## src/rtl/gpio_pkg.sv

```systemverilog
`timescale 1ns/1ps
package gpio_pkg;
    typedef enum logic [1:0] {
        ST_IDLE   = 2'd0,
        ST_SETUP  = 2'd1,
        ST_ACCESS = 2'd2
    } bus_state_t;

    localparam int OFS_DATA  = 0;
    localparam int OFS_DIR   = 1;
    localparam int OFS_SENSE = 2;
    localparam int OFS_BOTH  = 3;
    localparam int OFS_EVENT = 4;
    localparam int OFS_MASK  = 5;
    localparam int OFS_RAW   = 6;
    localparam int OFS_MIS   = 7;
    localparam int OFS_CLR   = 8;
    localparam int OFS_AFSEL = 9;
    localparam int OFS_TCTRL = 10;
    localparam int OFS_TPAD  = 11;
    localparam int OFS_TOE   = 12;
    localparam int OFS_TAF   = 13;
    localparam int OFS_TIRQ  = 14;
endpackage

```

## src/rtl/gpio_bus_fsm.sv

```systemverilog
`timescale 1ns/1ps
module gpio_bus_fsm
    import gpio_pkg::*;
(
    input  logic clk,
    input  logic rst_n,
    input  logic psel,
    input  logic penable,
    input  logic pwrite,
    output logic wr_en
);
    bus_state_t state_q, state_d;

    always_ff @(posedge clk or negedge rst_n) begin
        if (!rst_n) state_q <= ST_IDLE;
        else        state_q <= state_d;
    end

    always_comb begin
        state_d = state_q;
        unique case (state_q)
            ST_IDLE:   if (psel && !penable) state_d = ST_SETUP;
            ST_SETUP:  begin
                if (!psel)        state_d = ST_IDLE;
                else if (penable) state_d = ST_ACCESS;
            end
            ST_ACCESS: state_d = (psel && !penable) ? ST_SETUP : ST_IDLE;
            default:   state_d = ST_IDLE;
        endcase
    end

    always_comb begin
        wr_en = (state_q == ST_SETUP) && psel && penable && pwrite;
    end
endmodule

```

## src/rtl/gpio_sync.sv

```systemverilog
`timescale 1ns/1ps
module gpio_sync #(
    parameter int WIDTH  = 8,
    parameter int STAGES = 2
) (
    input  logic             clk,
    input  logic             rst_n,
    input  logic [WIDTH-1:0] async_in,
    output logic [WIDTH-1:0] sync_out
);
    logic [WIDTH-1:0] chain_q [STAGES];

    for (genvar s = 0; s < STAGES; s++) begin : g_stage
        always_ff @(posedge clk or negedge rst_n) begin
            if (!rst_n)      chain_q[s] <= '0;
            else if (s == 0) chain_q[s] <= async_in;
            else             chain_q[s] <= chain_q[(s == 0) ? 0 : s-1];
        end
    end

    assign sync_out = chain_q[STAGES-1];
endmodule

```

## src/rtl/gpio_irq.sv

```systemverilog
`timescale 1ns/1ps
module gpio_irq #(
    parameter int WIDTH = 8
) (
    input  logic             clk,
    input  logic             rst_n,
    input  logic [WIDTH-1:0] pin,
    input  logic [WIDTH-1:0] sense_lvl,
    input  logic [WIDTH-1:0] both_edge,
    input  logic [WIDTH-1:0] event_hi,
    input  logic             clr_wr,
    input  logic [WIDTH-1:0] clr_bits,
    output logic [WIDTH-1:0] raw
);
    logic [WIDTH-1:0] prev_q, raw_q;
    logic [WIDTH-1:0] edge_hit, lvl_hit, clr_mask;

    for (genvar i = 0; i < WIDTH; i++) begin : g_pin
        logic rise, fall;
        assign rise        = pin[i] & ~prev_q[i];
        assign fall        = ~pin[i] & prev_q[i];
        assign edge_hit[i] = ~sense_lvl[i] &
                             (both_edge[i] ? (rise | fall) : (event_hi[i] ? rise : fall));
        assign lvl_hit[i]  = event_hi[i] ? pin[i] : ~pin[i];
        assign raw[i]      = sense_lvl[i] ? lvl_hit[i] : raw_q[i];
    end

    assign clr_mask = clr_wr ? clr_bits : '0;

    always_ff @(posedge clk or negedge rst_n) begin
        if (!rst_n) begin
            prev_q <= '0;
            raw_q  <= '0;
        end else begin
            prev_q <= pin;
            raw_q  <= (raw_q & ~clr_mask) | edge_hit;
        end
    end
endmodule

```

## src/rtl/gpio_altfunc.sv

```systemverilog
`timescale 1ns/1ps
module gpio_altfunc
    import gpio_pkg::*;
#(
    parameter int PINS        = 8,
    parameter int ADDR_W      = 10,
    parameter int SYNC_STAGES = 2
) (
    input  logic              pclk,
    input  logic              presetn,
    input  logic [ADDR_W-1:0] paddr,
    input  logic              psel,
    input  logic              penable,
    input  logic              pwrite,
    input  logic [PINS-1:0]   pwdata,
    output logic [PINS-1:0]   prdata,
    input  logic [PINS-1:0]   pad_in,
    output logic [PINS-1:0]   pad_out,
    output logic [PINS-1:0]   pad_oe_n,
    input  logic [PINS-1:0]   per_out,
    input  logic [PINS-1:0]   per_oe_n,
    output logic [PINS-1:0]   per_in,
    output logic [PINS-1:0]   irq_mis,
    output logic              irq_any
);
    localparam int TCTRL_W = 2;

    logic              wr_en, clr_wr;
    logic [PINS-1:0]   pin_sync, raw, mis_fn;
    logic [PINS-1:0]   data_q, dir_q, sense_q, both_q, event_q, mask_q, afsel_q;
    logic [PINS-1:0]   t_pad_q, t_oe_q, t_af_q, t_irq_q;
    logic [TCTRL_W-1:0] tctrl_q;
    logic              test_mode;

    gpio_bus_fsm u_fsm (
        .clk(pclk), .rst_n(presetn), .psel(psel), .penable(penable),
        .pwrite(pwrite), .wr_en(wr_en)
    );

    gpio_sync #(.WIDTH(PINS), .STAGES(SYNC_STAGES)) u_sync (
        .clk(pclk), .rst_n(presetn), .async_in(pad_in), .sync_out(pin_sync)
    );

    assign clr_wr = wr_en && (paddr == ADDR_W'(OFS_CLR));

    gpio_irq #(.WIDTH(PINS)) u_irq (
        .clk(pclk), .rst_n(presetn), .pin(pin_sync), .sense_lvl(sense_q),
        .both_edge(both_q), .event_hi(event_q), .clr_wr(clr_wr),
        .clr_bits(pwdata), .raw(raw)
    );

    always_ff @(posedge pclk or negedge presetn) begin
        if (!presetn) begin
            data_q  <= '0; dir_q  <= '0; sense_q <= '0; both_q <= '0;
            event_q <= '0; mask_q <= '0; afsel_q <= '0; tctrl_q <= '0;
            t_pad_q <= '0; t_oe_q <= '0; t_af_q  <= '0; t_irq_q <= '0;
        end else if (wr_en) begin
            case (paddr)
                ADDR_W'(OFS_DATA):  data_q  <= pwdata;
                ADDR_W'(OFS_DIR):   dir_q   <= pwdata;
                ADDR_W'(OFS_SENSE): sense_q <= pwdata;
                ADDR_W'(OFS_BOTH):  both_q  <= pwdata;
                ADDR_W'(OFS_EVENT): event_q <= pwdata;
                ADDR_W'(OFS_MASK):  mask_q  <= pwdata;
                ADDR_W'(OFS_AFSEL): afsel_q <= pwdata;
                ADDR_W'(OFS_TCTRL): tctrl_q <= pwdata[TCTRL_W-1:0];
                ADDR_W'(OFS_TPAD):  t_pad_q <= pwdata;
                ADDR_W'(OFS_TOE):   t_oe_q  <= pwdata;
                ADDR_W'(OFS_TAF):   t_af_q  <= pwdata;
                ADDR_W'(OFS_TIRQ):  t_irq_q <= pwdata;
                default: ;
            endcase
        end
    end

    assign test_mode = tctrl_q[0];
    assign mis_fn    = raw & mask_q;

    for (genvar i = 0; i < PINS; i++) begin : g_mux
        logic fn_out, fn_oe_n;
        assign fn_out      = afsel_q[i] ? per_out[i]  : data_q[i];
        assign fn_oe_n     = afsel_q[i] ? per_oe_n[i] : ~dir_q[i];
        assign pad_out[i]  = test_mode ? t_pad_q[i] : fn_out;
        assign pad_oe_n[i] = test_mode ? t_oe_q[i]  : fn_oe_n;
        assign per_in[i]   = test_mode ? t_af_q[i]  : pin_sync[i];
        assign irq_mis[i]  = test_mode ? t_irq_q[i] : mis_fn[i];
    end

    assign irq_any = test_mode ? tctrl_q[1] : |mis_fn;

    always_comb begin
        case (paddr)
            ADDR_W'(OFS_DATA):  prdata = pin_sync;
            ADDR_W'(OFS_DIR):   prdata = dir_q;
            ADDR_W'(OFS_SENSE): prdata = sense_q;
            ADDR_W'(OFS_BOTH):  prdata = both_q;
            ADDR_W'(OFS_EVENT): prdata = event_q;
            ADDR_W'(OFS_MASK):  prdata = mask_q;
            ADDR_W'(OFS_RAW):   prdata = raw;
            ADDR_W'(OFS_MIS):   prdata = mis_fn;
            ADDR_W'(OFS_AFSEL): prdata = afsel_q;
            ADDR_W'(OFS_TCTRL): prdata = PINS'(tctrl_q);
            ADDR_W'(OFS_TPAD):  prdata = t_pad_q;
            ADDR_W'(OFS_TOE):   prdata = t_oe_q;
            ADDR_W'(OFS_TAF):   prdata = t_af_q;
            ADDR_W'(OFS_TIRQ):  prdata = t_irq_q;
            default:            prdata = '0;
        endcase
    end
endmodule

```

## config.mk

```make
export PLATFORM = sky130hd
export DESIGN_NAME = gpio_altfunc
export DESIGN_NICKNAME = d
export VERILOG_FILES = /design/src/rtl/gpio_pkg.sv /design/src/rtl/gpio_bus_fsm.sv /design/src/rtl/gpio_sync.sv /design/src/rtl/gpio_irq.sv /design/src/rtl/gpio_altfunc.sv
export SDC_FILE = /design/constraint.sdc
export NUM_CORES = 1
export LEC_CHECK = 0
export BUFFER_PORTS_ARGS = -buffer_cell sky130_fd_sc_hd__buf_2
export CORE_MARGIN = 2
export CORE_UTILIZATION = 65
export CTS_BUF_LIST = sky130_fd_sc_hd__clkbuf_8
export CTS_CLUSTER_DIAMETER = 100
export DETAILED_ROUTE_END_ITERATION = 8
export GPL_TIMING_DRIVEN = 0
export HOLD_SLACK_MARGIN = 0.15
export PLACE_DENSITY = 0.86
export SLEW_MARGIN = 20
export SYNTH_ARGS = -nofsm -noshare
export SYNTH_HDL_FRONTEND = slang
export SYNTH_SLANG_ARGS = --single-unit
export TNS_END_PERCENT = 1
```

## constraint.sdc

```tcl
create_clock -name pclk -period 5.8 [get_ports pclk]
set_input_delay 0.87 -clock pclk [delete_from_list [all_inputs] [get_ports pclk]]
set_output_delay 0.87 -clock pclk [all_outputs]
set_load 0.05 [all_outputs]
```

==> flow_results.org <==
** Global route
- The initial antenna violation count came to 0.
- The number of global-route vias before repair was 5,510.
- GRT Overall Usage :: between 30% and 40%
- Remaining Overflow, GRT :: 0
- The first global-routing pass estimated 30,400 µm of wire.
- Entering global routing, the biggest net connects 66 pins.

** Cells and area
- The number of antenna diodes in the final layout is 0.
- Final Net Count :: 772
- After routing the design area is between 7000 and 8000 µm².
- Area growth from synthesis to layout :: 14.3%
- Final Non-Filler Cells :: 853
- In the final layout, the share of cells above drive strength 1 is 34.7%.
- Count of filler cells inserted in the layout :: 629

** Clock tree
- Clock tree synthesis selected as its root buffer the cell sky130_fd_sc_hd__clkbuf_8.
- Clock buffer count from CTS :: 17
- Clock latency reported for the late side of the worst-skew pair :: 0.45 ns
- Post-CTS Setup Bufs :: 0
- After clock tree synthesis, the flow added hold-fix buffers numbering 0.
- TritonCTS built the clock tree.
- The H-tree was split into 4 levels.
- Total clock sinks :: 124
- Longest Clk Path Bufs :: 2
- CTS clk-pin slew, worst paths :: around 0.060 ns
- After clock tree synthesis, the repair step resized 0 gates.

** Worst hold path
- Worst hold path cell count :: 0
- Min-delay worst type :: flop to flop

** Synth
- After synthesis, the mean cell area works out to 11.1 µm².
- Synthesis produced a netlist whose cell count is 602.
- After synthesis, the share of flip-flops with an asynchronous set or reset is 100%.
- The number of nets in the synthesized netlist is about 670.
- Number of enable flip-flop cells after synthesis :: 0
- After synthesis, flip-flops and latches occupy 46.6% of the total area.
- The mapped netlist covers 6650 µm².
- Counting distinct cell types in the post-synthesis netlist gives between 50 and 60.
- Most used DFF post-synth :: sky130_fd_sc_hd__dfrtp_1
- Ys Warns :: 0
- Register bit total from synthesis :: 124

** Floorplanning
- In this run the horizontal extent of the chip is about 110 µm.
- Overall die area :: 11,100 µm²
- I/O Pins :: 88
- FP Rows :: 36
- The core region is 9860 µm².
- In this run the vertical extent of the chip is ~110 µm.
- Once the floorplan was initialized, standard cells occupied 67.5% of the core.

** Drt
- Before antenna repair, the detailed router went through 5 iterations.
- After detailed routing, the number of vias per cell comes to 6.54.
- In the routed design, unresolved DRC markers number 0.
- Post-detailed-route count of antenna-violating nets :: 0
- The first routing iteration left 569 violations.
- Dividing the detail-routed wire length by the instance count gives 22.9 µm.
- Total length of routed wires :: between 15,000 and 20,000 µm
- Detailed routing inserted a total of 5,581 vias.

** Timing
- The clock arrives with 0.00776 ns of skew.
- Unrepaired setup endpoints after global routing :: no
- Post-route fraction of the period consumed by the critical path :: 73.2%
- Headroom to the max-slew limit came out at 21.7%.
- Post-route worst setup slack :: 1.56 ns
- Final-report max-slew violation count :: 0
- Worst slack on hold paths :: 0.348 ns
- The smallest clock period supported by the final layout is computed as 4.24 ns.
- Setup violations remaining at the end of the flow were counted as 0.
- For the final routed database, the setup TNS stands at 0 ns.
- Least-Margin Pin Slew :: 1.17 ns
- Peak Freq :: 236 MHz
- The count of endpoints failing hold in the final timing report came to 0.

** Setup path
- STA classifies the critical path startpoint as a primary input.
- Maximum fanout encountered on the critical timing path :: 10
- The number of cells on the worst reg-to-reg path is 6.
- The critical path in this run is classified as primary input to output port.
- Data required time of the critical path :: just under 5 ns
- Critical path endpoint category :: output port
- Arrival time at the worst endpoint :: 3.37 ns

** Placement
- Number of cells after detailed placement :: between 800 and 900
- In this run the cell area measured after placement is 7300 µm².
- GP Congestion :: 0.990
- Buffers added on ports :: 86
- At the placement stage, the worst setup path has a slack of 1.71 ns.
- The HPWL after detailed placement is 13,300 µm.

** Power and ir drop
- Across the VDD grid, the largest voltage drop is 0.000221 V.
- In this run the power density over the cells is 216 nW/µm².
- Summed over all cells, the static leakage comes to ~3.5 nW.

** Flow run
- Max-cap violations :: 0

** Outcome
- The run finished with clean final reports.
## power by group
part / switching [mW] / total [mW] / internal [mW]
registers: 0.00880 / 0.883 / 0.875
logic: 0.0947 / 0.136 / 0.0412
clock network: 0.332 / 0.622 / 0.289
## cells in the mapped netlist (2+ instances only)
| master | n | area (µm²) |
|---|---|---|
| sky130_fd_sc_hd__nor2_1 | 13 | 48.8 |
| sky130_fd_sc_hd__nor2b_1 | 10 | 62.6 |
| sky130_fd_sc_hd__nand4_1 | 2 | 12.5 |
| sky130_fd_sc_hd__o32ai_1 | 3 | 26.3 |
| sky130_fd_sc_hd__inv_1 | 22 | 82.6 |
| sky130_fd_sc_hd__clkbuf_1 | 19 | 71.3 |
| sky130_fd_sc_hd__nand3b_1 | 4 | 30.0 |
| sky130_fd_sc_hd__and2_1 | 3 | 18.8 |
| sky130_fd_sc_hd__o2bb2ai_1 | 7 | 61.3 |
| sky130_fd_sc_hd__o22ai_1 | 3 | 18.8 |
| sky130_fd_sc_hd__nand2b_1 | 15 | 93.8 |
| sky130_fd_sc_hd__and4b_1 | 2 | 20.0 |
| sky130_fd_sc_hd__mux2i_1 | 27 | 270 |
| sky130_fd_sc_hd__nor3_1 | 6 | 30.0 |
| sky130_fd_sc_hd__nand3_1 | 7 | 35.0 |
| sky130_fd_sc_hd__o21ai_0 | 46 | 230 |
| sky130_fd_sc_hd__buf_2 | 8 | 40.0 |
| sky130_fd_sc_hd__nand2_1 | 71 | 267 |
| sky130_fd_sc_hd__a21oi_1 | 13 | 65.1 |
| sky130_fd_sc_hd__or3_1 | 3 | 18.8 |
| sky130_fd_sc_hd__mux2_2 | 111 | 1250 |
| sky130_fd_sc_hd__nor2_4 | 2 | 22.5 |
| sky130_fd_sc_hd__a211oi_1 | 4 | 30.0 |
| sky130_fd_sc_hd__ha_1 | 16 | 200 |
| sky130_fd_sc_hd__a31oi_1 | 7 | 43.8 |
| sky130_fd_sc_hd__a22o_1 | 5 | 43.8 |
| sky130_fd_sc_hd__dfrtp_1 | 124 | 3100 |
| sky130_fd_sc_hd__buf_1 | 4 | 15.0 |
| sky130_fd_sc_hd__a22oi_1 | 9 | 67.6 |
| sky130_fd_sc_hd__nor2_2 | 3 | 18.8 |
| sky130_fd_sc_hd__xnor2_1 | 7 | 61.3 |
| sky130_fd_sc_hd__a221oi_1 | 2 | 17.5 |
| sky130_fd_sc_hd__nor4_4 | 2 | 42.5 |
| sky130_fd_sc_hd__o2111ai_1 | 2 | 17.5 |
| sky130_fd_sc_hd__mux4_2 | 2 | 45.0 |
## critical path: stages
cell	delay [ns]
sky130_fd_sc_hd__buf_2	0.23
sky130_fd_sc_hd__clkbuf_1	0.63
sky130_fd_sc_hd__clkbuf_1	0.56
sky130_fd_sc_hd__nand2_1	0.26
sky130_fd_sc_hd__o21ai_0	0.21
sky130_fd_sc_hd__a21oi_1	0.06
sky130_fd_sc_hd__a31oi_1	0.24
sky130_fd_sc_hd__buf_2	0.30
## kinds of logic (layout without fill, tap and decap cells)
| logic type | Yosys count | in the layout | synth area share (%) |
|---|---|---|---|
| compound gates | 109 | 109 | 10.4 |
| xor+xnor | 8 | 8 | 1.05 |
| fa+ha+maj | 16 | 16 | 3.01 |
| buf+inv | 53 | 171 | 3.14 |
| flops | 124 | 124 | 46.6 |
| mux | 140 | 140 | 23.5 |
| simple gates | 152 | 152 | 12.2 |
## per-layer routing
metal | GRT usage, % | routed length [µm]
met5 | 0 | 0
met3 | 9.54 | 2080
met2 | 56.4 | 8920
met4 | 20.5 | 937
met1 | 48.9 | 7570
## flip-flops by register name, summed over array words and instances, names as in the netlist
name,count
event_q,8
t_irq_q,8
u_fsm.state_q,2
t_oe_q,8
afsel_q,8
tctrl_q,2
u_irq.prev_q,8
dir_q,8
u_sync.chain_q,8
sense_q,8
t_af_q,8
both_q,8
data_q,8
t_pad_q,8
u_sync.sync_out,8
mask_q,8
u_irq.raw_q,8
## cell type report
| class | count | area, µm² | share of cell area, % |
|---|---|---|---|
| multi-input combinational | 425 | 3350 | 44.0 |
| sequential | 124 | 3100 | 40.8 |
| timing repair buffer | 88 | 472 | 6.20 |
| clock buffer | 18 | 248 | 3.26 |
| tap | 133 | 166 | 2.19 |
| buffer | 31 | 126 | 1.66 |
| inverter | 22 | 82.6 | 1.09 |
| clock inverter | 12 | 60.1 | 0.790 |
## path summary, 6_finish.rpt
kind | startpoint | to | slack (ns)
hold / removal | u_sync.chain_q[10] | u_sync.sync_out[2] | 0.35
setup / recovery | paddr[0] | prdata[6] | 1.56
hold reg to reg | u_sync.chain_q[10] | u_sync.sync_out[2] | 0.35
min in group asynchronous | presetn | event_q[6] | 0.39
setup reg to reg | u_fsm.state_q[1] | afsel_q[3] | 3.28
max in group asynchronous | presetn | u_irq.raw_q[4] | 4.71
## through the flow
stage | power, mW | utilization, %
floorplan | 0.964 | -
global route | 1.70 | 77.1
detailed placement | 1.03 | 74.0
CTS | 1.64 | 77.1
finish | 1.64 | 77.1
global placement | 1.02 | 73.5
## placed cells by master, fill, tap and decap left out, types with 9 or more instances in the layout
cell and n:
sky130_fd_sc_hd__nor2b_1 10, sky130_fd_sc_hd__nor2_1 13, sky130_fd_sc_hd__clkbuf_8 18, sky130_fd_sc_hd__nand2_1 71, sky130_fd_sc_hd__nand2b_1 15, sky130_fd_sc_hd__a21oi_1 13, sky130_fd_sc_hd__mux2_2 111, sky130_fd_sc_hd__o21ai_0 46
sky130_fd_sc_hd__a22oi_1 9, sky130_fd_sc_hd__buf_2 93, sky130_fd_sc_hd__mux2i_1 27, sky130_fd_sc_hd__clkinv_2 9, sky130_fd_sc_hd__clkbuf_1 19, sky130_fd_sc_hd__dfrtp_1 124, sky130_fd_sc_hd__inv_1 24, sky130_fd_sc_hd__ha_1 16
Note: power is estimated with default switching activity, not from simulation.
